## src/rtl/midi_pkg.sv

```systemverilog
package midi_pkg;
  localparam int BYTE_W = 8;
  localparam int CHAN_W = 4;
  localparam int KIND_W = BYTE_W - CHAN_W;
  localparam int DATA_W = BYTE_W - 1;

  localparam logic [BYTE_W-1:0] RT_MIN  = 8'hF8;
  localparam logic [BYTE_W-1:0] CLR_MIN = 8'hC0;

  localparam logic [KIND_W-1:0] KIND_OFF = 4'h8;
  localparam logic [KIND_W-1:0] KIND_ON  = 4'h9;
  localparam logic [KIND_W-1:0] KIND_CC  = 4'hB;

  typedef enum logic [1:0] {
    CLS_DATA,
    CLS_VOICE,
    CLS_CLEAR,
    CLS_RT
  } byte_cls_e;

  typedef enum logic [1:0] {
    PH_IDLE,
    PH_D1,
    PH_D2
  } data_ph_e;
endpackage

```

## src/rtl/midi_byte_class.sv

```systemverilog
module midi_byte_class
  import midi_pkg::*;
(
  input  logic [BYTE_W-1:0] byte_i,
  output byte_cls_e         cls_o
);
  always_comb begin
    if (!byte_i[BYTE_W-1])      cls_o = CLS_DATA;
    else if (byte_i >= RT_MIN)  cls_o = CLS_RT;
    else if (byte_i >= CLR_MIN) cls_o = CLS_CLEAR;
    else                        cls_o = CLS_VOICE;
  end
endmodule

```

## src/rtl/midi_rs_track.sv

```systemverilog
module midi_rs_track
  import midi_pkg::*;
(
  input  logic              clk_i,
  input  logic              rst_ni,
  input  logic              valid_i,
  input  logic [BYTE_W-1:0] byte_i,
  input  byte_cls_e         cls_i,
  output logic [BYTE_W-1:0] rs_o,
  output logic [DATA_W-1:0] num_o,
  output logic              pair_o
);
  logic [BYTE_W-1:0] rs_q;
  logic [DATA_W-1:0] num_q;
  data_ph_e          ph_q;
  logic              has_rs;

  assign has_rs = (rs_q != '0);
  assign pair_o = valid_i && (cls_i == CLS_DATA) && has_rs && (ph_q == PH_D2);
  assign rs_o   = rs_q;
  assign num_o  = num_q;

  always_ff @(posedge clk_i or negedge rst_ni) begin
    if (!rst_ni) begin
      rs_q  <= '0;
      num_q <= '0;
      ph_q  <= PH_IDLE;
    end else if (valid_i) begin
      unique case (cls_i)
        CLS_CLEAR: begin
          rs_q <= '0;
          ph_q <= PH_IDLE;
        end
        CLS_VOICE: begin
          rs_q <= byte_i;
          ph_q <= PH_D1;
        end
        CLS_DATA: begin
          if (has_rs) begin
            if (ph_q == PH_D2) begin
              ph_q <= PH_D1;
            end else begin
              num_q <= byte_i[DATA_W-1:0];
              ph_q  <= PH_D2;
            end
          end
        end
        default: ;
      endcase
    end
  end
endmodule

```

## src/rtl/midi_evt_gen.sv

```systemverilog
module midi_evt_gen
  import midi_pkg::*;
#(
  parameter bit VEL0_OFF = 1'b1
) (
  input  logic              clk_i,
  input  logic              rst_ni,
  input  logic              pair_i,
  input  logic [BYTE_W-1:0] rs_i,
  input  logic [DATA_W-1:0] num_i,
  input  logic [DATA_W-1:0] val_i,
  input  logic [CHAN_W-1:0] chan_i,
  output logic              note_evt_o,
  output logic              note_on_o,
  output logic [BYTE_W-1:0] note_status_o,
  output logic [DATA_W-1:0] note_num_o,
  output logic [DATA_W-1:0] note_vel_o,
  output logic              cc_evt_o,
  output logic [DATA_W-1:0] cc_num_o,
  output logic [DATA_W-1:0] cc_val_o
);
  logic [KIND_W-1:0] kind;
  logic              chan_ok, is_note, is_cc, on_d;

  assign kind    = rs_i[BYTE_W-1:CHAN_W];
  assign chan_ok = (rs_i[CHAN_W-1:0] == chan_i);
  assign is_note = pair_i && chan_ok && ((kind == KIND_OFF) || (kind == KIND_ON));
  assign is_cc   = pair_i && chan_ok && (kind == KIND_CC);

  generate
    if (VEL0_OFF) begin : g_vel0_off
      assign on_d = (kind == KIND_ON) && (val_i != '0);
    end else begin : g_vel0_on
      assign on_d = (kind == KIND_ON);
    end
  endgenerate

  always_ff @(posedge clk_i or negedge rst_ni) begin
    if (!rst_ni) begin
      note_evt_o    <= 1'b0;
      note_on_o     <= 1'b0;
      note_status_o <= '0;
      note_num_o    <= '0;
      note_vel_o    <= '0;
      cc_evt_o      <= 1'b0;
      cc_num_o      <= '0;
      cc_val_o      <= '0;
    end else begin
      note_evt_o <= is_note;
      cc_evt_o   <= is_cc;
      if (is_note) begin
        note_on_o     <= on_d;
        note_status_o <= rs_i;
        note_num_o    <= num_i;
        note_vel_o    <= val_i;
      end
      if (is_cc) begin
        cc_num_o <= num_i;
        cc_val_o <= val_i;
      end
    end
  end
endmodule

```

## src/rtl/midi_rs_parser.sv

```systemverilog
module midi_rs_parser
  import midi_pkg::*;
#(
  parameter bit VEL0_OFF = 1'b1
) (
  input  logic              clk_i,
  input  logic              rst_ni,
  input  logic [BYTE_W-1:0] byte_i,
  input  logic              byte_valid_i,
  input  logic [CHAN_W-1:0] chan_i,
  output logic              note_evt_o,
  output logic              note_on_o,
  output logic [BYTE_W-1:0] note_status_o,
  output logic [DATA_W-1:0] note_num_o,
  output logic [DATA_W-1:0] note_vel_o,
  output logic              cc_evt_o,
  output logic [DATA_W-1:0] cc_num_o,
  output logic [DATA_W-1:0] cc_val_o
);
  byte_cls_e         cls;
  logic [BYTE_W-1:0] rs_q;
  logic [DATA_W-1:0] num_q;
  logic              pair;

  midi_byte_class u_cls (
    .byte_i (byte_i),
    .cls_o  (cls)
  );

  midi_rs_track u_trk (
    .clk_i   (clk_i),
    .rst_ni  (rst_ni),
    .valid_i (byte_valid_i),
    .byte_i  (byte_i),
    .cls_i   (cls),
    .rs_o    (rs_q),
    .num_o   (num_q),
    .pair_o  (pair)
  );

  midi_evt_gen #(.VEL0_OFF(VEL0_OFF)) u_evt (
    .clk_i         (clk_i),
    .rst_ni        (rst_ni),
    .pair_i        (pair),
    .rs_i          (rs_q),
    .num_i         (num_q),
    .val_i         (byte_i[DATA_W-1:0]),
    .chan_i        (chan_i),
    .note_evt_o    (note_evt_o),
    .note_on_o     (note_on_o),
    .note_status_o (note_status_o),
    .note_num_o    (note_num_o),
    .note_vel_o    (note_vel_o),
    .cc_evt_o      (cc_evt_o),
    .cc_num_o      (cc_num_o),
    .cc_val_o      (cc_val_o)
  );
endmodule

```

## config.mk

```make
export PLATFORM = sky130hd
export DESIGN_NAME = midi_rs_parser
export DESIGN_NICKNAME = d
export VERILOG_FILES = /design/src/rtl/midi_pkg.sv /design/src/rtl/midi_byte_class.sv /design/src/rtl/midi_rs_track.sv /design/src/rtl/midi_evt_gen.sv /design/src/rtl/midi_rs_parser.sv
export SDC_FILE = /design/constraint.sdc
export NUM_CORES = 1
export LEC_CHECK = 0
export BUFFER_PORTS_ARGS = -buffer_cell sky130_fd_sc_hd__buf_2
export CAP_MARGIN = 20
export CORE_MARGIN = 10
export CORE_UTILIZATION = 53
export CTS_CLUSTER_DIAMETER = 200
export CTS_CLUSTER_SIZE = 30
export DETAILED_ROUTE_END_ITERATION = 16
export HOLD_SLACK_MARGIN = 0.15
export PLACE_DENSITY = 0.8
export SLEW_MARGIN = 20
export SYNTH_ARGS = -nofsm -noshare
export SYNTH_HDL_FRONTEND = slang
export SYNTH_SLANG_ARGS = --single-unit
```

## constraint.sdc

```tcl
create_clock -name clk_i -period 2.7 [get_ports clk_i]
set_input_delay 0.81 -clock clk_i [delete_from_list [all_inputs] [get_ports clk_i]]
set_output_delay 0.81 -clock clk_i [all_outputs]
set_load 0.01 [all_outputs]
```

==> Implementation_results.wiki, run 1 <==
{| class="wikitable"
! Metric !! Value
|-
| Result of the run || finished, final reports clean
|-
| Switch share || 0.246
|-
| All-Layer GR Usage || 0.140
|-
| Area of the core || 4380 sq um
|-
| CTS Root Cell || clkbuf_8
|-
| Number of global-route vias before repair || roughly 1.6k
|-
| Number of optimization iterations in the first detailed-route pass || 4
|-
| Hold EP || u_evt.note_status_o[7]
|-
| Uppermost routed layer || met4
|-
| Power density over cell area || 601 nW/um^2
|-
| Final-report max-slew violation count || 0
|-
| Reg2Reg Setup Slack || 580 ps
|-
| Net Switching || around 420 uW
|-
| Per-cell routed wire length || 18.9 um
|-
| Aggregate routed wire length || 5190 um
|-
| Clock power frac || 0.301
|-
| Worst endpoint required time || between 2000 and 3000 ps
|-
| Combinational family with the most area after synthesis || multiplexers
|-
| Netlist area before placement || 2400 sq um
|-
| Post-synthesis xor/xnor area fraction || 0.0146
|-
| Adder and majority cell fraction of the synthesized area || 0
|-
| Total internal power || 1290 uW
|-
| Buffers on Ports || 53
|-
| Total Negative Setup Slacks || 0 ps
|-
| H-tree lvl count || 2
|-
| Number of sinks handled by clock tree synthesis || between 50 and 60
|-
| Number of setup violations in the final report || 0
|-
| Initial core utilization || 0.548
|-
| Leading post-synthesis cells by cell area || dfrtp_1, mux2_4, mux2_2, nand2b_1, nor4_4
|-
| M1 WL || 2270 um
|-
| Die footprint || 7630 sq um
|-
| Unrepaired setup endpoints after global routing || no
|-
| Filler Cell Count || 333
|-
| Basic-gate share of the synthesized area counting and, or, nand and nor cells || 0.107
|-
| Post-CTS Setup Inserts || 0
|-
| Max Clk Rate || 461 MHz
|-
| Largest net degree at the start of global routing || 30
|-
| Synthesized netlist net count || approximately 180
|-
| Total instance count after detailed placement || around 270
|-
| Hold Path Stages || 1
|-
| Maximum clock insertion buffer count || 2
|-
| Placer Congestion || roughly 0.74
|-
| Number of placement rows || 24
|-
| Time the worst path needs with I/O delays and setup || around 2200 ps
|-
| Worst-path fanout max || 14
|-
| DRC || 0
|-
| Slowest-stage cell, CP || mux2_2
|-
| Number of cells traversed by the worst register-to-register path || 5
|-
| Sequential cell area fraction in the yosys report || 0.583
|-
| Hold bufs inserted after CTS || 0
|-
| Sequential share of power || 0.570
|-
| Post-route standard cell area excluding fillers || 2850 sq um
|-
| Via count || 1481
|-
| Layout cells sized above 1 || 0.505
|-
| Insertion delay to the later sink of the worst-skew pair || 300 ps
|-
| Global-route wire length before repair || 8550 um
|-
| Cell chain of the critical path || buf_2 > xnor2_1 > nand4_1 > nor4_4 > buf_4 > mux2_2
|-
| Worst r2r dst || u_evt.note_num_o[2]
|-
| Horizontal die dimension || 87.3 um
|-
| P&R area growth vs syn || 18.5%
|-
| Final HPWL from detailed placement || around 3800 um
|-
| Setup Crit Path Kind || in -> reg
|-
| Post-synthesis register bit count || 56
|-
| MaxCap Viol Count || 0
|-
| Crit path launch type || input port
|-
| Share of total power in combinational logic || 0.129
|-
| Number of top-level design ports || 54
|-
| Final-report hold violation count || 0
|-
| Total overflow reported by the global router || 0
|-
| Cell Area, Placed || approximately 2700 sq um
|-
| Data arrival time of the worst path || 2360 ps
|-
| Total of warnings raised by yosys || 0
|-
| Met3 layer wire length in the routed design || approximately 250 um
|-
| Peak supply drop || 251 uV
|-
| Met2 WL || between 2000 and 3000 um
|-
| Post-synthesis cell type with the largest combined area || dfrtp_1
|-
| Starting DRC count in detailed routing || 93
|-
| Layout Cells excl Fill || 274
|-
| Final ANT Viol Nets || 0
|-
| Number of buffers created by CTS || 5
|-
| Die Span Y || roughly 87 um
|-
| Share of the synthesized area in the top cell type || 0.583
|-
| Top library cells by usage in the layout, fill and taps aside || dfrtp_1, buf_2, mux2_4, mux2_2, nand2_1
|-
| Via density per instance || 5.41
|-
| Final critical-path share of the clock period || 0.804
|-
| Hold_sp || u_evt.note_status_o[7]
|-
| Type of the most critical hold path || reg -> reg
|-
| Crit end category || flip-flop
|-
| Total Nets Final || 238
|-
| TritonCTS clock tree || yes
|-
| Share of the synthesized area in compound gates (AO/OA/AOI/OAI) || 0.0396
|-
| Delay contributed by the slowest stage of the critical path || 360 ps
|-
| Worst R2R Start || u_trk.rs_o[5]
|-
| Most frequent standard cell in the layout excluding fill and tap cells || dfrtp_1
|-
| Worst slew slack as a fraction of its limit || 0.546
|-
| Leakage power total || 0.00147 uW
|-
| Clk pin slew, worst setup/hold paths || ~90 ps
|-
| Portion of netlist area occupied by mux cells || 0.232
|-
| Antenna violations before repair || 0
|-
| Unique cell type count in the Yosys netlist || 29
|-
| Transition time of the tightest slew-check pin || 680 ps
|-
| Final antenna diode count || 0
|-
| Cts repair resizes || 0
|-
| Post-synthesis average cell area || ~15 sq um
|-
| Worst setup skew after layout || 5.94 ps
|-
| Cell count after synthesis || 162
|}
==> registers in the layout (all words and copies together), names as in the netlist, 2 cells and up <==
register / count
u_trk.num_o: 7
u_evt.note_num_o: 7
u_evt.cc_val_o: 7
u_evt.note_status_o: 8
u_evt.note_vel_o: 7
u_trk.rs_o: 8
u_evt.cc_num_o: 7
u_trk.ph_q: 2
==> layer usage <==
metal	GRT usage	up-vias
met4	0.0391	0
met2	0.225	33
met3	0.0393	6
li1	-	689
met1	0.179	753
met5	0	-
==> cell families (layout without fill, tap and decap cells) <==
kind of cell | after synthesis | after routing
muxes | 41 | 41
xor gates and xnor gates | 4 | 4
DFF | 56 | 56
buffers and inverters | 9 | 69
and+or+nand+nor | 39 | 39
AOI/OAI and AO/OA | 13 | 13
==> how the worst max path moves through the flow <==
stage	from	end	slack, ps
floorplan	chan_i[1]	u_evt.cc_num_o[2]	440
global placement	chan_i[1]	u_evt.cc_val_o[4]	300
detailed placement	chan_i[1]	u_evt.note_status_o[1]	220
CTS	chan_i[1]	u_evt.note_status_o[1]	540
global route	chan_i[3]	u_evt.note_status_o[1]	460
finish	chan_i[1]	u_evt.note_status_o[1]	530
==> stage by stage <==
| step | utilization | setup slack [ps] | hold WS, ps | total power, uW |
|---|---|---|---|---|
| 6_report | 0.650 | 529 | 472 | 1710 |
| 3_3_place_gp | 0.627 | 304 | 456 | 1200 |
| 3_5_place_dp | 0.627 | 218 | 455 | 1210 |
| 4_1_cts | 0.650 | 535 | 478 | 1720 |
| 2_1_floorplan | - | 440 | 467 | 1120 |
| 5_1_grt | 0.650 | 463 | 494 | 1790 |
==> cell usage after synthesis <==
cell and n:
dfrtp_1 56, mux2_4 26, mux2_2 14, nand2_1 11, o21ai_0 8, nand2b_1 7, inv_1 4, nand4_1 4
xnor2_1 4, buf_6 3, a221oi_1 2, clkbuf_1 2, nor2b_1 2, nor3_1 2, nor4_4 2, or4_1 2
a211oi_2 1, and2_1 1, and2b_1 1, and2b_2 1, mux2i_1 1, nand3_1 1, nand3b_1 1, nor3b_1 1
nor4_1 1, o21ai_4 1, o41ai_1 1, or2_2 1, or4_4 1
==> power groups by stage <==
stage	clock network (uW)	logic [uW]	registers, uW
2_1_floorplan	0	133	982
3_3_place_gp	0	217	988
3_5_place_dp	0	223	991
4_1_cts	524	224	975
5_1_grt	556	246	988
6_report	515	221	975
==> worst max-delay path: cells and delay by family <==
kind / cells / cell delay [ps]
buffers and inverters: 2 / 410
multiplexers: 1 / 360
AND/OR/NAND/NOR: 2 / 640
XOR/XNOR: 1 / 130
==> layout make-up <==
cell class	instances	area, sq um	share of cell area
Multi-Input combinational cell	97	945	0.332
Timing Repair Buffer	59	323	0.113
Sequential cell	56	1400	0.492
Tap cell	52	65.1	0.0228
Clock inverter	1	30.0	0.0105
Inverter	4	15.0	0.00527
Clock buffer	5	68.8	0.0242
(Power assumes the default switching activity.)
==> inputs of run 2 (changes only) <==
clock period = 2 ns   (was 2.7 ns; I/O delays follow)
==> run 2 against run 1 <==
Effect of this change: sequential share of layout area fell by 4.0 points; clock power increased by 27%; clock-buffer cell count is 1 higher; highest routed layer unchanged.
==> Implementation_results.wiki, run 2 (synthesis results as in run 1) <==
{| class="wikitable"
! Metric !! Value
|-
| Crit end category || flip-flop
|-
| Setup Slack @ Placement || -137 ps
|-
| All-Layer GR Usage || 0.147
|-
| Number of optimization iterations in the first detailed-route pass || 5
|-
| Worst slew slack as a fraction of its limit || 0.693
|-
| Final-report max-slew violation count || 0
|-
| Buffers on Ports || 53
|-
| Insertion delay to the later sink of the worst-skew pair || ~310 ps
|-
| Hold bufs inserted after CTS || 0
|-
| Per-cell routed wire length || 19.2 um
|-
| Post-route core utilization || 0.708
|-
| Transition time of the tightest slew-check pin || 459 ps
|-
| TritonCTS clock tree || yes
|-
| Worst endpoint required time || 2210 ps
|-
| Area of the core || between 4000 and 5000 sq um
|-
| Layout cells sized above 1 || 0.573
|-
| Final-report hold violation count || 0
|-
| Time the worst path needs with I/O delays and setup || slightly below 2000 ps
|-
| Result of the run || finished, final reports clean
|-
| Via count || 1557
|-
| Power density over cell area || 765 nW/um^2
|-
| Critical path buffer and inverter count || 2
|-
| Die Span Y || ~87 um
|-
| Largest net degree at the start of global routing || 57
|-
| Final antenna diode count || 0
|-
| Filler Cell Count || 305
|-
| P&R area growth vs syn || 29.2%
|-
| Placer Congestion || 0.816
|-
| Die footprint || 7630 sq um
|-
| Slowest-stage cell, CP || or4_4
|-
| Total instance count after detailed placement || 279
|-
| Delay-heaviest family, CP || simple AND/OR/NAND/NOR gates
|-
| Post-route standard cell area excluding fillers || 3100 sq um
|-
| Final ANT Viol Nets || 0
|-
| Most frequent standard cell in the layout excluding fill and tap cells || dfrtp_1
|-
| Worst-case setup margin in the final layout || between 20 and 25 ps
|-
| H-tree lvl count || 2
|-
| Total overflow reported by the global router || 0
|-
| MaxCap Viol Count || 0
|-
| Via density per instance || 5.31
|-
| Peak supply drop || 498 uV
|-
| Register cell area after layout || roughly 1400 sq um
|-
| DRC || 0
|-
| Horizontal die dimension || 87.3 um
|-
| Type of the most critical hold path || in -> async
|-
| Max Clk Rate || 506 MHz
|-
| Worst hold margin || 264 ps
|-
| Number of sinks handled by clock tree synthesis || 56
|-
| Cell chain of the critical path || or4_4 > o21ai_4 > nor4_4 > buf_4 > clkbuf_16 > mux2_4
|-
| Leakage power total || 0.00160 uW
|-
| Worst-path fanout max || 7
|-
| Final critical-path share of the clock period || 0.989
|-
| Initial core utilization || 0.548
|-
| Setup Crit Path Kind || reg -> reg
|-
| Starting DRC count in detailed routing || 156
|-
| Aggregate routed wire length || approximately 5600 um
|-
| Cell Area, Placed || 2890 sq um
|-
| Layout Cells excl Fill || 293
|-
| Total Nets Final || around 260
|-
| Final HPWL from detailed placement || 3840 um
|-
| Global-route wire length before repair || 8670 um
|-
| Antenna violations before repair || 0
|-
| Number of global-route vias before repair || 1653
|-
| Number of setup violations in the final report || 0
|-
| Data arrival time of the worst path || 2190 ps
|-
| Number of placement rows || 24
|-
| Crit path launch type || flip-flop
|-
| Number of buffers created by CTS || 5
|-
| Maximum clock insertion buffer count || 2
|-
| CTS Root Cell || clkbuf_8
|-
| Number of top-level design ports || 54
|-
| Worst setup skew after layout || 6.33 ps
|-
| Area of combinational cells with multiple inputs || approximately 1000 sq um
|-
| Clk pin slew, worst setup/hold paths || around 100 ps
|-
| Top library cells by usage in the layout, fill and taps aside || dfrtp_1, buf_2, mux2_4, buf_4, mux2_2
|-
| Delay contributed by the slowest stage of the critical path || between 500 and 600 ps
|}
## run 2: cell types whose count changed in the layout (fill, tap and decap cells not counted), sizes merged
| cell | before | now |
|---|---|---|
| buf | 59 | 75 |
| clkbuf | 5 | 7 |
| bufinv | 1 | 0 |
| clkinv | 0 | 1 |
| inv | 4 | 5 |
## run 2: worst reg2reg max path, stage by stage, from the launching register on
cell,delay (ps)
dfrtp_1,390
or4_4,570
o21ai_4,240
nor4_4,80
buf_4,150
clkbuf_16,160
mux2_4,290
## run 2: cell type report
cell class | instances | area share
flip-flops and latches | 56 | 0.452
inverters | 4 | 0.00484
clock inverters | 2 | 0.00444
repair buffers | 76 | 0.165
clock buffers | 6 | 0.0266
well taps | 52 | 0.0210
multi-input cells | 97 | 0.327
## run 2: final timing paths
check | to | from | depth (start not counted) | slack, ps
max | u_evt.note_num_o[6] | u_trk.rs_o[1] | 6 | 20
min | u_evt.note_status_o[3] | rst_ni | 2 | 260
max reg2reg | u_evt.note_num_o[6] | u_trk.rs_o[1] | 6 | 20
min reg2reg | u_evt.note_status_o[7] | u_evt.note_status_o[7] | 1 | 470
max in group asynchronous | u_evt.cc_val_o[3] | rst_ni | 2 | 1500
min in group clk_i | u_evt.note_status_o[7] | u_evt.note_status_o[7] | 1 | 470
## run 2: metal layers
layer,vias to the layer above,GRT usage,routed length (um)
met3,4,0.0459,278
met1,786,0.182,2510
li1,723,-,-
met4,0,0.0435,54
met5,-,0,0
met2,44,0.240,2770
## run 2: what timing repair did
action / CTS / global route
endpoints found under the setup margin: 3 / 36
gates resized for setup: 1 / 9
pin swaps: 1 / 2
hold endpoints to repair: 0 / 0
cloned: 0 / 1
buffers inserted: 0 / 5
## run 2: per-stage QoR
step	setup TNS, ps	power, uW
after global routing	-242	2480
after global placement	-1380	1680
after floorplan	-39.4	1520
after detailed placement	-3010	1700
final	0	2370
after CTS	-6.73	2360
## run 2: power by group
group          internal, uW  total, uW  switching (uW)
clock network           284        654             370
registers              1230       1320            91.0
logic                   211        397             187
==> inputs of run 3 (changes only) <==
CORE_MARGIN = 2   (was 10)
==> run 3 against run 2 <==
Effect of this change: via count down 1.1%; fmax up 1.1%; core utilization down 1.7 points; setup slack better by 22 ps; sequential power about the same; non-clock buffer count down 5; combinational power down 9.3%.
==> Implementation_results.wiki, run 3 (synthesis results as in run 1) <==
{| class="wikitable"
! Metric !! Value
|-
| Result of the run || finished, final reports clean
|-
| Area of combinational cells with multiple inputs || 981 sq um
|-
| Power density over cell area || 763 nW/um^2
|-
| Insertion delay to the later sink of the worst-skew pair || 300 ps
|-
| Final ANT Viol Nets || 0
|-
| Cell Area, Placed || 2910 sq um
|-
| Post-route standard cell area excluding fillers || approximately 3000 sq um
|-
| Number of top-level design ports || 54
|-
| Switch share || 0.258
|-
| Top library cells by usage in the layout, fill and taps aside || dfrtp_1, buf_2, mux2_4, mux2_2, buf_4
|-
| TritonCTS clock tree || yes
|-
| Horizontal die dimension || between 70 and 80 um
|-
| H-tree lvl count || 2
|-
| Type of the most critical hold path || in -> async
|-
| Unrepaired setup endpoints after global routing || yes
|-
| Share of total power in combinational logic || 0.157
|-
| CTS Root Cell || clkbuf_8
|-
| Global-route wire length before repair || slightly below 8000 um
|-
| Starting DRC count in detailed routing || 83
|-
| Hold bufs inserted after CTS || 0
|-
| Most frequent standard cell in the layout excluding fill and tap cells || dfrtp_1
|-
| Total Negative Setup Slacks || 0 ps
|-
| DRC || 0
|-
| Via density per instance || about 5.3
|-
| Data arrival time of the worst path || 2150 ps
|-
| Final-report hold violation count || 0
|-
| Overall power of the completed layout || 2290 uW
|-
| Total instance count after detailed placement || between 200 and 300
|-
| Worst-path fanout max || 6
|-
| Net Switching || 593 uW
|-
| Filler Cell Count || 314
|-
| Layout Cells excl Fill || between 200 and 300
|-
| P&R area growth vs syn || 25.3%
|-
| Time the worst path needs with I/O delays and setup || between 1500 and 2000 ps
|-
| Number of placement rows || 24
|-
| Maximum clock insertion buffer count || 2
|-
| Number of setup violations in the final report || 0
|-
| Antenna violations before repair || 0
|-
| Crit end category || flip-flop
|-
| Largest net degree at the start of global routing || 22
|-
| Initial core utilization || 0.552
|-
| Area of the core || ~4400 sq um
|-
| Final antenna diode count || 0
|-
| Setup Crit Path Kind || reg -> reg
|-
| Number of buffers created by CTS || 5
|-
| Final-report max-slew violation count || 0
|-
| Leakage power total || 0.00157 uW
|-
| Final critical-path share of the clock period || 0.978
|-
| Total internal power || about 1700 uW
|-
| Worst endpoint required time || 2190 ps
|-
| Per-cell routed wire length || 16.3 um
|-
| Layout cells sized above 1 || 0.555
|-
| Number of optimization iterations in the first detailed-route pass || 4
|-
| MaxCap Viol Count || 0
|-
| Buffers on Ports || 53
|-
| Number of global-route vias before repair || 1517
|-
| Die Span Y || 71.3 um
|-
| Worst slew slack as a fraction of its limit || 0.538
|-
| Transition time of the tightest slew-check pin || ~690 ps
|-
| Clk pin slew, worst setup/hold paths || 90 ps
|-
| Worst setup skew after layout || 6.41 ps
|-
| Register cell area after layout || 1400 sq um
|-
| Sequential share of power || 0.571
|-
| Aggregate routed wire length || 4700 um
|-
| Die footprint || 5090 sq um
|-
| Crit path launch type || flip-flop
|-
| Total overflow reported by the global router || 0
|-
| Total Nets Final || 250
|-
| Number of sinks handled by clock tree synthesis || 56
|-
| Peak supply drop || 472 uV
|-
| All-Layer GR Usage || 0.203
|-
| Clock power frac || 0.272
|-
| Max Clk Rate || 511 MHz
|-
| Via count || 1540
|-
| Placer Congestion || 0.881
|-
| Final HPWL from detailed placement || roughly 3300 um
|}
[run 3: cell count changes in the layout (fill, tap and decap cells not counted), sizes merged]
| cell | before | now |
|---|---|---|
| clkbuf | 7 | 6 |
| clkinv | 1 | 2 |
| buf | 75 | 71 |
| inv | 5 | 4 |
[run 3: per-layer routing]
| metal | wire length [um] | share of wire | GRT usage | vias to the layer above |
|---|---|---|---|---|
| li1 | - | - | - | 721 |
| met1 | 2160 | 0.46 | 0.300 | 772 |
| met2 | 2270 | 0.48 | 0.313 | 42 |
| met3 | 232 | 0.049 | 0.0478 | 5 |
| met4 | 36 | 0.0077 | 0.0398 | 0 |
| met5 | 0 | 0 | 0 | - |
[run 3: stage by stage]
| step | setup WS (ps) | hold slack [ps] | util |
|---|---|---|---|
| finish | 44.9 | 263 | 0.691 |
| global placement | -66.7 | 450 | 0.667 |
| global route | -59.9 | 299 | 0.691 |
| floorplan | -3.94 | 304 | - |
| detailed placement | -92.3 | 456 | 0.667 |
| CTS | 23.2 | 277 | 0.689 |
[run 3: worst max-delay path, cell delays in order, from the launching register on]
cell and delay, ps:
dfrtp_1 380, or4_1 600, o21ai_4 280, nor4_4 100, buf_4 190, mux2_4 300
[run 3: layout make-up]
| cell class | count | share of cell area |
|---|---|---|
| tap | 52 | 0.0216 |
| sequential | 56 | 0.466 |
| clock buffer | 6 | 0.0274 |
| multi-input combinational | 97 | 0.326 |
| inverter | 4 | 0.00499 |
| timing repair buffer | 71 | 0.151 |
| clock inverter | 2 | 0.00333 |
[run 3: final timing paths]
| kind | startpoint | to | slack (ps) | cells past startpoint |
|---|---|---|---|---|
| worst max-delay path | u_trk.rs_o[1] | u_evt.note_num_o[4] | 40 | 5 |
| worst min-delay path | rst_ni | u_evt.note_status_o[3] | 260 | 1 |
| worst max register to register | u_trk.rs_o[1] | u_evt.note_num_o[4] | 40 | 5 |
| worst min register to register | u_evt.note_status_o[7] | u_evt.note_status_o[7] | 470 | 1 |
| max in group asynchronous | rst_ni | u_trk.num_o[2] | 1250 | 2 |
| min in group clk_i | u_evt.note_status_o[7] | u_evt.note_status_o[7] | 470 | 1 |
[run 3: repair_timing]
action                                  CTS  global route
endpoints found under the setup margin    0            38
gates resized for setup                   0             1
setup buffers                             0             1
[run 3: power groups by stage]
stage	registers [uW]	logic [uW]	clock network [uW]
after floorplan	1330	190	0
after global placement	1330	351	0
after detailed placement	1330	359	0
after CTS	1310	359	635
after global routing	1320	396	684
final	1310	360	625
